**src/rtl/pulse_rx_csr.sv**
```systemverilog
module pulse_rx_csr #(
  parameter int ADDR_W = 4,
  parameter int UI_W   = 12
) (
  input  logic              clk,
  input  logic              rst_n,
  input  logic              s_awvalid,
  output logic              s_awready,
  input  logic [ADDR_W-1:0] s_awaddr,
  input  logic              s_wvalid,
  output logic              s_wready,
  input  logic [31:0]       s_wdata,
  output logic              s_bvalid,
  input  logic              s_bready,
  input  logic              s_arvalid,
  output logic              s_arready,
  input  logic [ADDR_W-1:0] s_araddr,
  output logic              s_rvalid,
  input  logic              s_rready,
  output logic [31:0]       s_rdata,
  input  logic              cap_done,
  input  logic [UI_W-1:0]   cap_width,
  output logic [UI_W-1:0]   ui_ticks,
  output logic              core_rst,
  output logic              irq
);
  localparam int IDX_W = ADDR_W - 2;
  localparam logic [IDX_W-1:0] W_CTRL  = IDX_W'(0);
  localparam logic [IDX_W-1:0] W_TICKS = IDX_W'(1);
  localparam logic [IDX_W-1:0] W_WIDTH = IDX_W'(2);

  logic            mask_q, rst_q, pend_q;
  logic [UI_W-1:0] ticks_q, width_q;
  logic [31:0]     rd_word;

  wire [IDX_W-1:0] wr_idx = s_awaddr[ADDR_W-1:2];
  wire [IDX_W-1:0] rd_idx = s_araddr[ADDR_W-1:2];
  wire wr_go  = s_awvalid & s_wvalid & ~s_bvalid;
  wire rd_go  = s_arvalid & ~s_rvalid;
  wire rd_clr = rd_go & (rd_idx == W_WIDTH);
  wire unused_bits = ^{s_wdata[31:UI_W], s_awaddr[1:0], s_araddr[1:0]};

  assign s_awready = wr_go;
  assign s_wready  = wr_go;
  assign s_arready = ~s_rvalid;
  assign ui_ticks  = ticks_q;
  assign core_rst  = rst_q;
  assign irq       = pend_q & mask_q;

  always_comb begin
    case (rd_idx)
      W_CTRL:  rd_word = {irq, 29'd0, mask_q, rst_q};
      W_TICKS: rd_word = 32'(ticks_q);
      W_WIDTH: rd_word = 32'(width_q);
      default: rd_word = 32'd0;
    endcase
  end

  always_ff @(posedge clk) begin
    if (!rst_n) begin
      mask_q   <= 1'b0;
      rst_q    <= 1'b0;
      ticks_q  <= '0;
      s_bvalid <= 1'b0;
    end else begin
      rst_q <= wr_go & (wr_idx == W_CTRL) & s_wdata[0];
      if (wr_go && wr_idx == W_CTRL)  mask_q  <= s_wdata[1];
      if (wr_go && wr_idx == W_TICKS) ticks_q <= s_wdata[UI_W-1:0];
      if (wr_go)                      s_bvalid <= 1'b1;
      else if (s_bready)              s_bvalid <= 1'b0;
    end
  end

  always_ff @(posedge clk) begin
    if (!rst_n) begin
      s_rvalid <= 1'b0;
      s_rdata  <= '0;
    end else if (rd_go) begin
      s_rvalid <= 1'b1;
      s_rdata  <= rd_word;
    end else if (s_rready) begin
      s_rvalid <= 1'b0;
    end
  end

  always_ff @(posedge clk) begin
    if (!rst_n || rst_q) begin
      pend_q  <= 1'b0;
      width_q <= '0;
    end else begin
      if (cap_done)    width_q <= cap_width;
      if (cap_done)    pend_q  <= 1'b1;
      else if (rd_clr) pend_q  <= 1'b0;
    end
  end
endmodule


```
**config.mk**
```make
export PLATFORM = sky130hd
export DESIGN_NAME = pulse_rx_csr
export DESIGN_NICKNAME = d
export VERILOG_FILES = /design/src/rtl/pulse_rx_csr.sv
export SDC_FILE = /design/constraint.sdc
export NUM_CORES = 1
export LEC_CHECK = 0
export BUFFER_PORTS_ARGS = -buffer_cell sky130_fd_sc_hd__buf_2
export CORE_UTILIZATION = 40
export CTS_CLUSTER_SIZE = 25
export DETAILED_ROUTE_END_ITERATION = 8
export GPL_ROUTABILITY_DRIVEN = 0
export PLACE_DENSITY_LB_ADDON = 0.12
export SETUP_SLACK_MARGIN = 0.15
export SYNTH_ARGS = -nofsm -noshare
export SYNTH_HDL_FRONTEND = slang
export SYNTH_SLANG_ARGS = --single-unit
export TNS_END_PERCENT = 100
```
**constraint.sdc**
```tcl
create_clock -name clk -period 1.5 [get_ports clk]
set_clock_uncertainty 0.15 [all_clocks]
set_input_delay 0.075 -clock clk [delete_from_list [all_inputs] [get_ports clk]]
set_output_delay 0.075 -clock clk [all_outputs]
set_load 0.02 [all_outputs]
```
==> results.cfg <==
[outcome]
status = complete, but fails checks
failed_checks = DRC, hold timing

[pwr]
pwr-share-clk_pct = 32.6
p_sw_mw = 0.606
irDropWorstVdd_mv = 0.464
seqPwrFrac_pct = 50.9
p_leak_nw = 1.31
p_int_mw = 1.70
comb_power_share_pct = 16.5
power_switching_share_pct = 26.3
total_power_mw = 2.31
pwr_density_cell_nw_per_um2 = 873

[floorplanning]
core_sq_um = 4440
pin_count = 111
die_w_um = 70.9
fp-row-count = 24
dieArea_sq_um = 5020
start_util_pct = 42.7
die_h_um = 70.9

[critical_path]
cp_data_required_time_ps = 1570
critPathSlowestCell = dfxtp_2
r2r_slack_ps = 140
r2r-end = ui_ticks[5]
setup.worst_path.end_class = register
r2r_cells = 4
start_kind = register
worstPathArrival_ps = 1430
crit_path_max_fanout = 11
cpPeakStageDelay_ps = 330
critPathTopFamily = simple AND/OR/NAND/NOR gates
worst-path-buf-inv = 1
crit_chain = nand3b_4 -> nor3b_4 -> buf_12 -> mux2i_1
crit_type = register to register
reg2reg_from = s_bvalid

[final_layout]
fill_cells = 393
final_cell_mix = buf_2, dfxtp_1, dlygate4sd3_1
n_antenna_cell = 0
area_growth_pct = 39.3
layout-drive-gt1-share_pct = 32.5
final_common_cell = buf_2
nets = 351
finish.utilization_pct = 59.5

[detailed_routing]
drt_wl_total_mm = 4.32
drc = 14
ant_nets = 0
wire_per_inst_um = 12.6
dr.pass1.iters = 8
via_per_inst = 4.70
vias = 1617
first_iter_violations = 122

[place]
port_buffers = 67
place_hpwl_mm = 2.75

[timing]
finalSetupViolations = 0
fin_tns_setup_ps = 0
rsz0062_at_grt = yes
max_freq_ghz = 0.737
hold_viol = 2
timing.final.crit_share_pct = 90.4
slew_violations = 0
fin_crit_ps = 1360
hold_slack_ps = -60.3

[global_routing]
overflow = 0
grt_start_max_net_pins = 40
antenna_found_initial = 0
grt_pass1_wl_mm = 7.05
grt_pass1_vias = 1481
grtUsageTotal_pct = 18.0

[hold_path]
hold_start = s_wvalid
min_to = core_rst
hold_class = primary input to register
holdPathStages = 3

[cts]
postCtsHoldBufs = 30
cts.clk_slew.worst_paths_ps = 80
worstSkewPairLatency_ps = 290
cts_buffer_depth = 2
ctsHtreeMaxLevel = 2
cts_tree = done
root_buffer = clkbuf_8
cts_buffers = 5
clkSinkCount = 42

[logic_synthesis]
syn_area_per_cell_sq_um = 9.89
syn_area_sq_um = 1900
yosysUniqueCellTypes = 33
ys.warnings.count = 0
syn_inst = 192
yosysSeqAreaShare_pct = 44.3
synth_seq_cells = 42

[run]
cap_viol_max_count = 0
-- repair_timing --
action / 4_1_cts / 5_1_grt
setup buffers: 4 / 0
gates resized for setup: 2 / 2
setup endpoints to repair: 21 / 16
hold endpoints to repair: 28 / 2
pin swaps: 2 / 2
-- flip-flops by register name, indices dropped and copies added (netlist names) --
register / flops
ui_ticks: 12
pend_q: 1
s_rdata: 13
mask_q: 1
s_rvalid: 1
core_rst: 1
width_q: 12
s_bvalid: 1
-- area by class of cell --
| class | instances | area, sq um | share of cell area (%) |
|---|---|---|---|
| multi-input cells | 135 | 910 | 34.4 |
| flip-flops and latches | 42 | 846 | 32.0 |
| repair buffers | 104 | 721 | 27.3 |
| clock buffers | 7 | 86.3 | 3.27 |
| well taps | 52 | 65.1 | 2.46 |
| inverters | 3 | 11.3 | 0.426 |
| clock inverters | 1 | 5.00 | 0.189 |
-- logic make-up (layout without fill, tap and decap cells) --
| family | Yosys count | count (layout) | share of synthesized area, % |
|---|---|---|---|
| compound gates | 18 | 18 | 8.37 |
| buf+inv | 33 | 115 | 11.9 |
| flops | 42 | 42 | 44.3 |
| mux | 27 | 27 | 14.2 |
| other cells | 1 | 19 | 0.198 |
| simple gates | 71 | 71 | 21.0 |
-- power groups by stage --
stage          clock network (mW)  registers, mW  logic (mW)
6_report                    0.752           1.18       0.381
5_1_grt                     0.819           1.18       0.411
4_1_cts                     0.769           1.18       0.379
3_5_place_dp                    0           1.21       0.310
3_3_place_gp                    0           1.20       0.310
2_1_floorplan                   0           1.22       0.226
-- synthesized netlist by cell type (all sizes together) --
master / n / share of area [%]
a21oi: 1 / 0.26
a221o: 10 / 5.3
conb: 1 / 0.20
nand3: 1 / 0.26
buf: 29 / 11
a21boi: 2 / 0.79
nor3: 2 / 0.53
inv: 3 / 0.59
o21ai: 2 / 0.53
nor2: 16 / 3.3
and2b: 1 / 0.46
mux2i: 27 / 14
nor3b: 3 / 2.4
o211a: 1 / 0.53
nand2b: 4 / 1.5
and3: 10 / 3.8
nand3b: 3 / 2.5
nand2: 29 / 5.7
clkbuf: 1 / 0.26
nor4: 1 / 0.33
o211ai: 1 / 0.40
dfxtp: 42 / 44
o221a: 1 / 0.59
and2: 1 / 0.33
-- worst min-delay path, cell delays in order --
cell and delay [ps]:
buf_2 110, nand3b_4 100, nor4_1 60
-- metal layers --
layer | global-route usage, % | routed length [um] | vias up
met5 | 0 | 0 | -
met4 | 7.33 | 61 | 0
met3 | 3.70 | 199 | 7
met2 | 29.9 | 2010 | 52
met1 | 22.9 | 2050 | 737
li1 | - | - | 821
-- how the worst max path moves through the flow --
stage / from / end / slack [ps] / depth (start not counted)
6_report: s_bvalid / ui_ticks[5] / 140 / 4
5_1_grt: s_bvalid / ui_ticks[10] / 40 / 4
4_1_cts: s_bvalid / ui_ticks[5] / 120 / 4
3_5_place_dp: s_rvalid / s_rdata[7] / 30 / 3
3_3_place_gp: s_rvalid / s_rdata[9] / 50 / 3
2_1_floorplan: s_bvalid / ui_ticks[10] / 150 / 4
-- through the flow --
stage	area, sq um	hold slack (ps)	setup WS, ps	cells
detailed placement	2210	125	33.9	302
CTS	2640	-68.6	120	344
global route	2640	-52.0	43.2	344
floorplan	1970	1.83	147	210
global placement	2210	128	48.2	302
finish	2640	-60.3	144	344
Note: power is estimated with default switching activity, not from simulation.
